--- src/rtl/ivt_pkg.sv ---
package ivt_pkg;

    // Counting control states
    typedef enum logic [0:0] {
        ST_STOP = 1'b0,
        ST_RUN  = 1'b1
    } tmr_state_t;

    // Strobe source select encoding
    localparam int SEL_W = 2;
    localparam logic [SEL_W-1:0] SEL_DIV8    = 2'd0;
    localparam logic [SEL_W-1:0] SEL_DIV128  = 2'd1;
    localparam logic [SEL_W-1:0] SEL_DIV2048 = 2'd2;
    localparam logic [SEL_W-1:0] SEL_NONE    = 2'd3;

    // Interrupt routing encoding
    localparam logic ROUTE_TIMER = 1'b0;
    localparam logic ROUTE_CONV  = 1'b1;

endpackage

--- src/rtl/ivt_prescaler.sv ---
module ivt_prescaler
    import ivt_pkg::*;
#(
    parameter int PRE_W = 11,
    parameter int TAP0  = 3,
    parameter int TAP1  = 7,
    parameter int TAP2  = 11
) (
    input  logic             clk,
    input  logic             rst_n,
    input  logic [SEL_W-1:0] sel,
    output logic             tick
);
    localparam int NTAP = 3;
    localparam int TAPS [NTAP] = '{TAP0, TAP1, TAP2};

    logic [PRE_W-1:0] pre_q;
    logic [NTAP-1:0]  hit;
    logic             sel_hit;
    logic             tick_q;

    // Free-running divider
    always_ff @(posedge clk or negedge rst_n) begin
        if (!rst_n) pre_q <= '0;
        else        pre_q <= pre_q + 1'b1;
    end

    // A tap is about to rise when all bits below it are ones
    generate
        for (genvar g = 0; g < NTAP; g++) begin : g_tap
            assign hit[g] = &pre_q[TAPS[g]-1:0];
        end
    endgenerate

    always_comb begin
        sel_hit = 1'b0;
        for (int i = 0; i < NTAP; i++) begin
            if (sel == SEL_W'(i)) sel_hit = hit[i];
        end
    end

    // Strobe is registered so it coincides with the tap's rising transition
    always_ff @(posedge clk or negedge rst_n) begin
        if (!rst_n) tick_q <= 1'b0;
        else        tick_q <= sel_hit;
    end

    assign tick = tick_q;

endmodule

--- src/rtl/ivt_count_fsm.sv ---
module ivt_count_fsm
    import ivt_pkg::*;
#(
    parameter int CNT_W = 8
) (
    input  logic             clk,
    input  logic             rst_n,
    input  logic             run,
    input  logic             tick,
    input  logic [CNT_W-1:0] limit,
    output logic [CNT_W-1:0] cnt,
    output logic             match
);
    localparam logic [CNT_W-1:0] ONE = CNT_W'(1);

    tmr_state_t       state_q, state_d;
    logic [CNT_W-1:0] cnt_q, cnt_d, cnt_inc;
    logic             match_q, match_d;

    assign cnt_inc = cnt_q + ONE;

    // State register
    always_ff @(posedge clk or negedge rst_n) begin
        if (!rst_n) state_q <= ST_STOP;
        else        state_q <= state_d;
    end

    // Next state and datapath outputs
    always_comb begin
        state_d = state_q;
        cnt_d   = cnt_q;
        match_d = 1'b0;
        unique case (state_q)
            ST_STOP: begin
                cnt_d = '0;
                if (run) state_d = ST_RUN;           // RUN_START
            end
            ST_RUN: begin
                if (!run) begin                       // HALT
                    state_d = ST_STOP;
                    cnt_d   = '0;
                end else if (tick) begin
                    if (cnt_inc == limit) begin       // WRAP (limit 0 wraps at 256)
                        cnt_d   = '0;
                        match_d = 1'b1;
                    end else begin
                        cnt_d = cnt_inc;
                    end
                end
            end
            default: state_d = ST_STOP;
        endcase
    end

    always_ff @(posedge clk or negedge rst_n) begin
        if (!rst_n) begin
            cnt_q   <= '0;
            match_q <= 1'b0;
        end else begin
            cnt_q   <= cnt_d;
            match_q <= match_d;
        end
    end

    assign cnt   = cnt_q;
    assign match = match_q;

endmodule

--- src/rtl/ivt_toggle_ff.sv ---
module ivt_toggle_ff (
    input  logic clk,
    input  logic rst_n,
    input  logic match,
    input  logic clr,
    input  logic inv_en,
    output logic pin
);
    logic tff_q, pin_q;

    // Clear has priority over inversion
    always_ff @(posedge clk or negedge rst_n) begin
        if (!rst_n)               tff_q <= 1'b0;
        else if (clr)             tff_q <= 1'b0;
        else if (match && inv_en) tff_q <= ~tff_q;
    end

    always_ff @(posedge clk or negedge rst_n) begin
        if (!rst_n) pin_q <= 1'b0;
        else        pin_q <= tff_q;
    end

    assign pin = pin_q;

endmodule

--- src/rtl/ivt_irq_route.sv ---
module ivt_irq_route
    import ivt_pkg::*;
(
    input  logic clk,
    input  logic rst_n,
    input  logic route,
    input  logic tmr_match,
    input  logic conv_req,
    output logic irq
);
    logic irq_q;

    always_ff @(posedge clk or negedge rst_n) begin
        if (!rst_n)                  irq_q <= 1'b0;
        else if (route == ROUTE_CONV) irq_q <= conv_req;
        else                         irq_q <= tmr_match;
    end

    assign irq = irq_q;

endmodule

--- src/rtl/ivtmr_top.sv ---
module ivtmr_top
    import ivt_pkg::*;
#(
    parameter int CNT_W = 8,
    parameter int PRE_W = 11,
    parameter int TAP0  = 3,
    parameter int TAP1  = 7,
    parameter int TAP2  = 11
) (
    input  logic             clk,
    input  logic             rst_n,
    input  logic             run,
    input  logic [1:0]       clk_sel,
    input  logic [CNT_W-1:0] match_val,
    input  logic             ff_clr,
    input  logic             ff_inv_en,
    input  logic             irq_sel,
    input  logic             cnv_req,
    output logic             irq_out,
    output logic             tmr_out,
    output logic [CNT_W-1:0] cnt_out
);
    logic tick;
    logic match;

    ivt_prescaler #(
        .PRE_W (PRE_W),
        .TAP0  (TAP0),
        .TAP1  (TAP1),
        .TAP2  (TAP2)
    ) u_pre (
        .clk   (clk),
        .rst_n (rst_n),
        .sel   (clk_sel),
        .tick  (tick)
    );

    ivt_count_fsm #(
        .CNT_W (CNT_W)
    ) u_cnt (
        .clk   (clk),
        .rst_n (rst_n),
        .run   (run),
        .tick  (tick),
        .limit (match_val),
        .cnt   (cnt_out),
        .match (match)
    );

    ivt_toggle_ff u_tff (
        .clk    (clk),
        .rst_n  (rst_n),
        .match  (match),
        .clr    (ff_clr),
        .inv_en (ff_inv_en),
        .pin    (tmr_out)
    );

    ivt_irq_route u_irq (
        .clk       (clk),
        .rst_n     (rst_n),
        .route     (irq_sel),
        .tmr_match (match),
        .conv_req  (cnv_req),
        .irq       (irq_out)
    );

endmodule

--- config.mk ---
export PLATFORM = sky130hd
export DESIGN_NAME = ivtmr_top
export DESIGN_NICKNAME = d
export VERILOG_FILES = /design/src/rtl/ivt_pkg.sv /design/src/rtl/ivt_prescaler.sv /design/src/rtl/ivt_count_fsm.sv /design/src/rtl/ivt_toggle_ff.sv /design/src/rtl/ivt_irq_route.sv /design/src/rtl/ivtmr_top.sv
export SDC_FILE = /design/constraint.sdc
export NUM_CORES = 1
export LEC_CHECK = 0
export ABC_CLOCK_PERIOD_IN_PS = 3000
export BUFFER_PORTS_ARGS = -buffer_cell sky130_fd_sc_hd__clkbuf_2
export CORE_UTILIZATION = 40
export CTS_CLUSTER_DIAMETER = 30
export CTS_CLUSTER_SIZE = 10
export DETAILED_ROUTE_END_ITERATION = 10
export PLACE_DENSITY = 0.6
export SETUP_SLACK_MARGIN = 0.02
export SLEW_MARGIN = 20
export SYNTH_ARGS = -nofsm -noshare
export SYNTH_HDL_FRONTEND = slang
export SYNTH_HIERARCHICAL = 1
export SYNTH_SLANG_ARGS = --single-unit
--- constraint.sdc ---
create_clock -name clk -period 3 [get_ports clk]
set_input_delay 0.9 -clock clk [delete_from_list [all_inputs] [get_ports clk]]
set_output_delay 0.9 -clock clk [all_outputs]
set_load 0.01 [all_outputs]
-- Word level (Yosys, flattened, before mapping)
Cells that the tools add are included.
- input port bits: 17
- flip-flop bits (word level): 25
- output and inout bits: 10
- bitwise gates (word level): 2
- reduce and logical (&&, ||, !) cells: 6
- eq/ne operators: 4
- $add $sub $neg: 2
- multiplexer cells: 15
- operators with widths (kind ; number):
    2-to-1 mux 8 bit ; 3
    case mux 8 bit (2 select lines) ; 1
    adder 11 x 1 -> 11 bit (second input constant) ; 1
    2-to-1 mux 1 bit ; 11
    AND reduction 11 bit ; 1
    adder 8 x 1 -> 8 bit (second input constant) ; 1
    equality test 8 bit ; 1
    AND reduction 7 bit ; 1
    != test 3 bit (second input constant) ; 1
    AND reduction 3 bit ; 1
    equality test 2 x 1 -> 1 bit (second input constant) ; 1
    equality test 2 bit (second input constant) ; 1
    zero test 2 bit ; 1
    inverter 1 bit ; 2
    nonzero test 2 bit ; 1
    logical AND 1 bit ; 1

-- Depth between registers and ports, before layout
Gate-level depths: netlist (run 1).
- depth in word-level cells: 6
- mapped depth: 8
- mapped depth without buffers: 7

-- Hierarchy
The synthesis (run 1) kept the hierarchy.
- modules (own cells, without submodules) (module ; cells an instance ; seq. area each (µm²) ; times used ; area each (µm²)):
    ivt_count_fsm ; 80 ; 250.2 ; 1 ; 723.2
    ivt_prescaler ; 44 ; 300.3 ; 1 ; 524.3
    ivt_toggle_ff ; 5 ; 50.0 ; 1 ; 76.3
    ivt_irq_route ; 2 ; 25.0 ; 1 ; 40.0

-- Worst setup path before layout (run 1)
Ideal clock, no wire load.
- path type: input -> register
- start: input port match_val[6]
- end: register u_cnt.cnt_q[0], in the netlist u_cnt/cnt[0]
- arrival: 2.232 ns
- required time: 2.875 ns
- slack: 0.643 ns
- stages on the path: 6
- library setup time: 0.125 ns
- path through: xnor2_1 or4_4 a21oi_2 a41oi_2 buf_6 mux2_2
- cells in the longest elaborated chain, start to end: 5
- ends and longest elaborated chain (what ; RTL line ; RTL):
    from (decl) ; ivtmr_top.sv:14 ; input logic [CNT_W-1:0] match_val,
    equality test 8 bit ; ivt_count_fsm.sv:43 ; if (cnt_inc == limit) begin
    2-to-1 mux 8 bit ; ivt_count_fsm.sv:43 ;
    2-to-1 mux 8 bit ; ivt_count_fsm.sv:42 ; end else if (tick) begin
    2-to-1 mux 8 bit ; ivt_count_fsm.sv:39 ; if (!run) begin
    case mux 8 bit (2 select lines) ; ivt_count_fsm.sv:33 ; unique case (state_q)
    to (signal assigned) ; ivt_count_fsm.sv:60 ; cnt_q <= cnt_d;
    to (decl) ; ivt_count_fsm.sv:17 ; logic [CNT_W-1:0] cnt_q, cnt_d, cnt_inc;
No other way between the ends. The select of a mux whose other input is x is not followed.
A chain may end at the register's enable or synchronous reset.

-- Final worst setup path (run 1)
- start: register u_cnt.cnt_q[0], in the netlist u_cnt/cnt[0]
- end: register u_cnt.cnt_q[4], in the netlist u_cnt/cnt[4]
- cells in the longest elaborated chain, start to end: 6
- ends and longest elaborated chain (what ; RTL line ; RTL):
    adder 8 x 1 -> 8 bit (*) ; ivt_count_fsm.sv:20 ; assign cnt_inc = cnt_q + ONE;
    equality test 8 bit ; ivt_count_fsm.sv:43 ;
    2-to-1 mux 8 bit (*) ; ivt_count_fsm.sv:43 ;
    2-to-1 mux 8 bit (*) ; ivt_count_fsm.sv:42 ;
    2-to-1 mux 8 bit (*) ; ivt_count_fsm.sv:39 ;
    case mux 8 bit (2 select lines) (*) ; ivt_count_fsm.sv:33 ;
Mark *: on every way between the ends. The rest lies on a longest branch, timed or not. The select of a mux whose other input is x is not followed.

==> results.toml, run 1 <==
[layout]
final_cell_mix = "clkbuf_2, dfrtp_1, xnor2_1, nand2_1, nor2_1"
seq_area_sq_um = 626
multiInputGateArea_sq_um = 692
finalNonFillerCells = 203
design_area_sq_um = 1560
nFillCells = 312
layout_commonest_cell = "clkbuf_2"
finish.net_count = 180
area_growth_syn_to_layout_pct = 14.3
drive_above_1_share_pct = 28.3
diodes = 0

[synth]
ys_types = 39
ys_ff_latch = 25
synth_top_area_share_pct = 45.9
syn_area_per_cell_sq_um = 10.4
yosysWarnings = 6
synth_top_family_by_area = "simple AND/OR/NAND/NOR gates"
synth_area_sq_um = 1360
synth_simple_gate_area_share_pct = 20.3
ys_top_cells_by_area = "dfrtp_1, xnor2_1, xor2_1, nand3_1, ha_1"
synth_xor_area_share_pct = 11.6
synthMuxAreaShare_pct = 2.66
synth_compound_area_share_pct = 13.5
synthCells = 131
synth_fa_ha_area_share_pct = 2.75
synth_top_area_cell = "dfrtp_1"
synthesis.nets = 151
seq_area_frac_synth_pct = 45.9

[pwr]
p_sw_w = 0.000121
cellLeakagePower_nw = 0.749
ir_drop_mv = 0.197
p_per_area_nw_per_um2 = 340
power.internal_w = 0.000409
seqPwrFrac_pct = 64.2
finalPower_w = 0.000530
pwr-share-comb_pct = 8.2
clockPowerShare_pct = 27.6
swShare_pct = 22.8

[worst_hold_path]
hold_start = "u_tff/tff_q"
hold_path_depth = 0
worstHoldEndpoint = "u_tff/pin"
min_path_type = "reg -> reg"

[setup_path]
r2r-end = "u_cnt/cnt[4]"
worstPathMaxFanout = 12
worstPathRequired_ns = 3.22
crit_type = "reg -> reg"
r2r_slack_ns = 0.61
reg2reg_from = "u_cnt/cnt[0]"
end_kind = "register"
startpoint_type = "register"
crit_arrival_ns = 2.61
rr_worst_depth = 7

[routing]
drt-wirelength-per-cell_um = 12.5
num_vias = 1080
ant_nets = 0
drt_pass1_iterations = 4
first_iter_violations = 25
via_per_inst = 5.32
wirelength_um = 2540
drc = 0

[floorplanning]
rows = 20
fp.dieH_um = 60.4
die_area_sq_um = 3650
initial_core_util_pct = 43.3
core-area_sq_um = 3150
die_w_um = 60.4
num_io_pins = 27

[cts]
cts_tree = "done"
clock-sinks = 25
postCtsResizedCells = 0
clockBufferDepth = 2
clock-root-buffer = "clkbuf_4"
clk_latency_ns = 0.31
ctsHoldBuffers = 0
cts_buffers = 3
htree_levels = 1
post_cts_buffers = 0
cts.clk_slew.worst_paths_ns = 0.13

[sta]
hold_viol_final = 0
fin_setup_tns_ns = 0
worst_slew_pin_slew_ns = 0.605
drv_slew = 0
finalWorstSetupSlack_ns = 0.608
relSlewSlack_pct = 59.6
fmax_mhz = 418
setup_viol = 0
rsz0062_at_grt = "no"
fin_worst_skew_ns = 0.000960
finalCriticalPeriod_ns = 2.39
finalCritPeriodShare_pct = 79.7

[global_route]
overflow = 0
grt_pass1_vias = 977
antenna_found_initial = 0
grt_pass1_wl_um = 4240
grt_usage_pct = 16.0
grt_max_degree = 26

[status]
status = "completed"

[job]
maxCapViolCount = 0

[placement]
dp_hpwl_um = 1990
io_buffers = 26
gp_congestion = 0.786
placed_cell_area_sq_um = 1530
dp_slack_ns = 0.333
dp_cells = 199
worst max-delay path by stage:
stage | start | to | slack [ns] | cells after the start
after floorplan | match_val[6] | u_cnt/cnt[0] | 0.64 | 6
after global placement | match_val[6] | u_cnt/cnt[4] | 0.38 | 7
after detailed placement | match_val[6] | u_cnt/cnt[4] | 0.33 | 7
after CTS | u_cnt/cnt[0] | u_cnt/cnt[4] | 0.60 | 7
after global routing | u_cnt/cnt[0] | u_cnt/cnt[3] | 0.44 | 7
final | u_cnt/cnt[0] | u_cnt/cnt[4] | 0.61 | 7
state kept, by name, indices dropped and copies added (netlist names):
signal / count
u_pre/tick: 1
u_tff/pin: 1
u_cnt/state_q: 1
u_pre/pre_q: 11
u_cnt/cnt: 8
u_irq/irq: 1
u_cnt/match: 1
u_tff/tff_q: 1
synth_stat cells:
cell type,count
a2111oi_2,1
a21bo_1,1
a21o_1,2
a21oi_1,5
a21oi_2,2
a22o_1,3
a41o_1,1
a41oi_2,1
and3_1,1
buf_2,1
buf_6,1
dfrtp_1,25
ha_1,3
inv_1,7
inv_2,1
mux2_2,1
mux2_4,1
mux2i_1,1
nand2_1,10
nand3_1,8
nand3_2,1
nand3b_1,2
nand4_1,4
nand4_2,1
nand4b_1,1
nor2_1,9
nor2b_1,2
nor3_1,2
nor3_2,2
nor4_2,1
o21ai_0,2
o21ai_1,4
o32a_1,1
o41ai_1,1
or2_2,2
or3b_2,1
or4_4,1
xnor2_1,10
xor2_1,8
stage by stage:
| stage | hold slack (ns) | utilization, % |
|---|---|---|
| 6_report | 0.421 | 49.4 |
| 5_1_grt | 0.449 | 49.4 |
| 4_1_cts | 0.428 | 49.4 |
| 3_5_place_dp | 0.393 | 48.6 |
| 3_3_place_gp | 0.378 | 48.6 |
| 2_1_floorplan | 0.361 | - |
kinds of logic after synthesis:
logic type | Yosys count
mux | 3
simple gates | 48
buf+inv | 10
fa+ha+maj | 3
flops | 25
xor+xnor | 18
compound gates | 24
power groups by stage:
stage                     Sequential, W  Clock [W]  Combinational [W]
final                          0.000340   0.000146          0.0000437
after CTS                      0.000340   0.000155          0.0000444
after global placement         0.000346          0          0.0000434
after global routing           0.000340   0.000170          0.0000489
after detailed placement       0.000346          0          0.0000442
after floorplan                0.000347          0          0.0000196
worst max-delay path: stages (launching register included):
cell	delay, ns
dfrtp_1	0.48
ha_1	0.30
nand4_1	0.14
or4_4	0.46
a21oi_2	0.16
a41oi_2	0.31
a21o_1	0.27
a22o_1	0.17
per-layer routing:
layer | wire, um | global-route usage [%] | up-vias
met5 | 0 | 0 | -
met3 | 130 | 4.48 | 2
met2 | 1170 | 25.9 | 24
met1 | 1230 | 20.8 | 530
li1 | - | - | 524
met4 | 15 | 4.98 | 0
cell type report:
| cell class | count | share of cell area [%] |
|---|---|---|
| multi-input cells | 96 | 44.4 |
| repair buffers | 26 | 8.35 |
| flip-flops and latches | 25 | 40.1 |
| well taps | 44 | 3.53 |
| clock buffers | 4 | 1.69 |
| inverters | 8 | 1.93 |
Note: power is estimated with default switching activity, not from simulation.
==> run 2: changes to the inputs <==
ABC_AREA = 1   (was unset)
ABC_CLOCK_PERIOD_IN_PS = 2000   (was 3000)
PLACE_DENSITY = 0.62   (was 0.6)
clock period = 2 ns   (was 3 ns; I/O delays follow)
==> results.toml, run 2 <==
[status]
status = "completed"

[floorplanning]
fp.dieH_um = 63.7
core-area_sq_um = 3660
die_w_um = 63.7
die_area_sq_um = 4050
initial_core_util_pct = 41.5
rows = 22
num_io_pins = 27

[global_route]
busiest_layer = "met2"
grt_use_met2_pct = 24.5
grt_use_met3_pct = 1.63
grt_max_degree = 26
overflow = 0
grt_usage_pct = 15.1
antenna_found_initial = 0
grt_pass1_vias = 1169
grt_pass1_wl_um = 4910
met1_usage_pct = 20.7

[setup_path]
startpoint_type = "register"
crit_type = "reg -> reg"
end_kind = "register"
worstPathRequired_ns = 2.16
worstPathMaxFanout = 9
crit_arrival_ns = 1.88
r2r_slack_ns = 0.28
rr_worst_depth = 10

[synth]
synth.most_common_cell = "nand2_1"
yosys-top-cells-count = "nand2_1, dfrtp_1, inv_1"
yosysWarnings = 6
synthCells = 199
synth_top_area_cell = "dfrtp_1"
ys_top_cells_by_area = "dfrtp_1, nand2_1, inv_1, nand3_2, nand3_1"
synth_area_sq_um = 1520
ys.flop_type = "dfrtp_1"
seq_area_frac_synth_pct = 41.2
syn_area_per_cell_sq_um = 7.64
ys_ff_latch = 25
async_flop_share_pct = 100
synthesis.nets = 219
synth_top_area_share_pct = 41.2
synth_edf_count = 0
ys_types = 21

[routing]
drc = 0
drt_pass1_iterations = 4
wirelength_um = 2680
drt-wirelength-per-cell_um = 9.67
first_iter_violations = 56
ant_nets = 0
num_vias = 1256
via_per_inst = 4.53

[layout]
largest-register = "u_pre/pre_q"
area_growth_syn_to_layout_pct = 15.7
drive_above_1_share_pct = 24.9
diodes = 0
layout_commonest_cell = "nand2_1"
largest_reg_flops = 11
final_cell_mix = "nand2_1, clkbuf_2, dfrtp_1"
finish.net_count = 250

[sta]
fin_worst_skew_ns = 0.00655
drv_slew = 0
setup_viol = 0
finalWorstSetupSlack_ns = 0.279
fin_setup_tns_ns = 0
finalCriticalPeriod_ns = 1.72
relSlewSlack_pct = 60.7
worst_slew_pin_slew_ns = 0.589
finalCritPeriodShare_pct = 86.0
fmax_mhz = 581
hold_viol_final = 0
rsz0062_at_grt = "no"

[pwr]
seqPwrFrac_pct = 58.5
ir_drop_mv = 0.367
p_sw_w = 0.000203
clockPowerShare_pct = 33.6
cellLeakagePower_nw = 0.917
finalPower_w = 0.000885
swShare_pct = 22.9
p_per_area_nw_per_um2 = 503
power.internal_w = 0.000682
pwr-share-comb_pct = 7.9

[cts]
cts_buffers = 3
postCtsResizedCells = 0
clock-sinks = 25
cts.clk_slew.worst_paths_ns = 0.09
post_cts_buffers = 0
clk_latency_ns = 0.27
cts_tree = "done"
clockBufferDepth = 2
htree_levels = 1
ctsHoldBuffers = 0
clock-root-buffer = "clkbuf_8"

[placement]
gp_congestion = 0.723
dp_hpwl_um = 2110
io_buffers = 26
dp_slack_ns = 0.279

[worst_hold_path]
min_path_type = "in -> async"

[job]
maxCapViolCount = 0
run 2: cell families after synthesis:
logic type	after synthesis	share of synthesized area (%)
AO/OA/AOI/OAI	8	3.04
adder cells (fa/ha/maj)	3	2.47
XOR/XNOR	6	3.46
buffers and inverters	25	6.17
AND/OR/NAND/NOR	132	43.7
flip-flops	25	41.2
run 2: cell type report:
cell class	instances	area (sq um)
Clock buffer	3	41.3
Inverter	25	93.8
Clock inverter	1	7.51
Fill cell	375	1900
Sequential cell	25	626
Tap cell	48	60.1
Timing Repair Buffer	26	130
Multi-Input combinational cell	149	801
run 2: path summary, 6_finish.rpt:
kind	start	endpoint
max	u_cnt/cnt[0]	u_cnt/cnt[2]
min	rst_n	u_pre/pre_q[10]
max reg2reg	u_cnt/cnt[0]	u_cnt/cnt[2]
min reg2reg	u_tff/tff_q	u_tff/pin
max in group asynchronous	rst_n	u_cnt/cnt[0]
min in group clk	u_tff/tff_q	u_tff/pin
run 2: power by group through the flow:
stage | clock network (W) | logic (W) | registers, W
floorplan | 0 | 0.0000330 | 0.000529
global placement | 0 | 0.0000718 | 0.000528
detailed placement | 0 | 0.0000724 | 0.000528
CTS | 0.000310 | 0.0000722 | 0.000518
global route | 0.000329 | 0.0000819 | 0.000519
finish | 0.000297 | 0.0000702 | 0.000518
run 2: stage by stage:
step,utilization [%],cells,area (sq um),hold WS [ns]
after floorplan,-,199,1520,0.304
after global placement,46.7,273,1710,0.400
after detailed placement,46.7,273,1710,0.388
after CTS,48.1,277,1760,0.336
after global routing,48.1,277,1760,0.371
final,48.1,277,1760,0.315
run 2: per-layer routing:
| metal | part of all wire (%) | wire, um |
|---|---|---|
| met4 | 0.63 | 17 |
| met1 | 52 | 1390 |
| met2 | 45 | 1210 |
| met5 | 0 | 0 |
| met3 | 2.1 | 57 |
run 2: worst max-delay path, cell delays in order (launching register included):
cell,delay (ns)
dfrtp_1,0.48
ha_1,0.23
nand2_2,0.11
nor2_4,0.13
nand3_1,0.11
nand3_2,0.09
nand2_2,0.06
nor2_4,0.13
nand3_4,0.13
nand2_1,0.09
nand2_1,0.05
==> run 3: changes to the inputs <==
CAP_MARGIN = 20   (was unset)
CORE_UTILIZATION = 45   (was 40)
PLACE_DENSITY = 0.81   (was 0.62)
==> results.toml, run 3 (synthesis results as in run 2) <==
[routing]
wirelength_um = 2810
via_per_inst = 4.67
drc = 0
num_vias = 1274
first_iter_violations = 67
ant_nets = 0
drt_pass1_iterations = 4
drt-wirelength-per-cell_um = 10.3

[worst_hold_path]
min_path_type = "in -> async"

[pwr]
seqPwrFrac_pct = 61.4
p_per_area_nw_per_um2 = 486
power.internal_w = 0.000624
pwr-share-comb_pct = 8.5
clockPowerShare_pct = 30.1
swShare_pct = 26.1
cellLeakagePower_nw = 0.913
ir_drop_mv = 0.316
p_sw_w = 0.000220

[cts]
postCtsResizedCells = 0
clockBufferDepth = 2
ctsHoldBuffers = 0
clk_latency_ns = 0.33
cts_tree = "done"
cts_buffers = 3
clock-sinks = 25
cts.clk_slew.worst_paths_ns = 0.15
post_cts_buffers = 0
htree_levels = 1
clock-root-buffer = "clkbuf_4"

[sta]
finalCritPeriodShare_pct = 86.8
drv_slew = 0
rsz0062_at_grt = "no"
finalWorstSetupSlack_ns = 0.264
relSlewSlack_pct = 58.4
setup_viol = 0
finalCriticalPeriod_ns = 1.74
worst_slew_pin_slew_ns = 0.624
fin_setup_tns_ns = 0
fin_worst_skew_ns = 0.00426
hold_viol_final = 0
fmax_mhz = 576

[floorplanning]
initial_core_util_pct = 48.6
die_w_um = 60.1
num_io_pins = 27
rows = 20
core-area_sq_um = 3130
die_area_sq_um = 3610
fp.dieH_um = 60.1

[setup_path]
cp_slowest_cell = "dfrtp_1"
r2r_slack_ns = 0.26
worstPathRequired_ns = 2.24
end_kind = "register"
critPathMaxStageDelay_ns = 0.50
worstPathCellList = "ha_1 -> nand2_2 -> nor2_4 -> nand3_1 -> nand3_2 -> nand2_2 -> nor2_4 -> nand3_4 -> nand2_1 -> nand2_1"
crit_type = "reg -> reg"
worstPathMaxFanout = 9
startpoint_type = "register"
crit_arrival_ns = 1.98

[layout]
drive_above_1_share_pct = 24.9
finish.net_count = 250
final_cell_mix = "nand2_1, clkbuf_2, dfrtp_1"
layout_commonest_cell = "nand2_1"
area_growth_syn_to_layout_pct = 14.2
diodes = 0
largest-register = "u_pre/pre_q"
largest_reg_flops = 11

[placement]
dp_hpwl_um = 2180
io_buffers = 26
dp_slack_ns = 0.285
gp_congestion = 0.807

[global_route]
antenna_found_initial = 0
overflow = 0
grt_pass1_wl_um = 4930
grt_max_degree = 26
grt_usage_pct = 18.4
grt_pass1_vias = 1150

[status]
status = "completed"

[job]
maxCapViolCount = 0
-- run 3: changes by cell type in the layout (fill, tap and decap cells not counted) --
| cell | change |
|---|---|
| clkbuf_8 | -3 |
| inv_6 | +1 |
| clkbuf_4 | +3 |
| clkinvlp_4 | -1 |
-- run 3: layer usage --
| metal | global-route usage (%) | wire, um | part of all wire (%) | vias to the layer above |
|---|---|---|---|---|
| met1 | 24.4 | 1330 | 47 | 573 |
| met4 | 3.99 | 21 | 0.75 | 0 |
| met3 | 3.68 | 97 | 3.5 | 3 |
| met2 | 30.8 | 1360 | 48 | 23 |
| met5 | 0 | 0 | 0 | - |
| li1 | - | - | - | 675 |
-- run 3: stage by stage --
step / power (W) / util, % / hold slack [ns] / instances / cell area [sq um]
5_1_grt: 0.000895 / 55.5 / 0.271 / 273 / 1740
3_5_place_dp: 0.000601 / 54.5 / 0.386 / 269 / 1710
2_1_floorplan: 0.000562 / - / 0.304 / 199 / 1520
3_3_place_gp: 0.000599 / 54.5 / 0.384 / 269 / 1710
4_1_cts: 0.000860 / 55.5 / 0.263 / 273 / 1740
6_report: 0.000844 / 55.5 / 0.247 / 273 / 1740
-- run 3: cell type report --
cell class,count,area [sq um]
clock buffer,3,22.5
clock inverter,1,8.76
fill,312,1390
inverter,25,93.8
multi-input combinational,149,801
sequential,25,626
tap,44,55.1
timing repair buffer,26,130
-- run 3: critical path, delay by kind of cell (launching register included) --
kind                     cells  cell delay (ns)
AND/OR/NAND/NOR              9             0.91
adder cells (fa/ha/maj)      1             0.23
flip-flops                   1             0.50
-- run 3: power by group through the flow --
stage / clock (W) / sequential, W / combinational [W]
2_1_floorplan: 0 / 0.000529 / 0.0000330
3_3_place_gp: 0 / 0.000527 / 0.0000719
3_5_place_dp: 0 / 0.000528 / 0.0000734
4_1_cts: 0.000267 / 0.000518 / 0.0000738
5_1_grt: 0.000293 / 0.000520 / 0.0000824
6_report: 0.000254 / 0.000518 / 0.0000721
-- run 3: worst paths after layout --
path | startpoint | end | cells past startpoint
min in group clk | run | u_cnt/state_q | 1
setup reg to reg | u_cnt/cnt[0] | u_cnt/cnt[1] | 10
max in group asynchronous | rst_n | u_pre/pre_q[7] | 1
setup / recovery | u_cnt/cnt[0] | u_cnt/cnt[1] | 10
hold / removal | rst_n | u_tff/pin | 1
hold reg to reg | u_tff/tff_q | u_tff/pin | 0
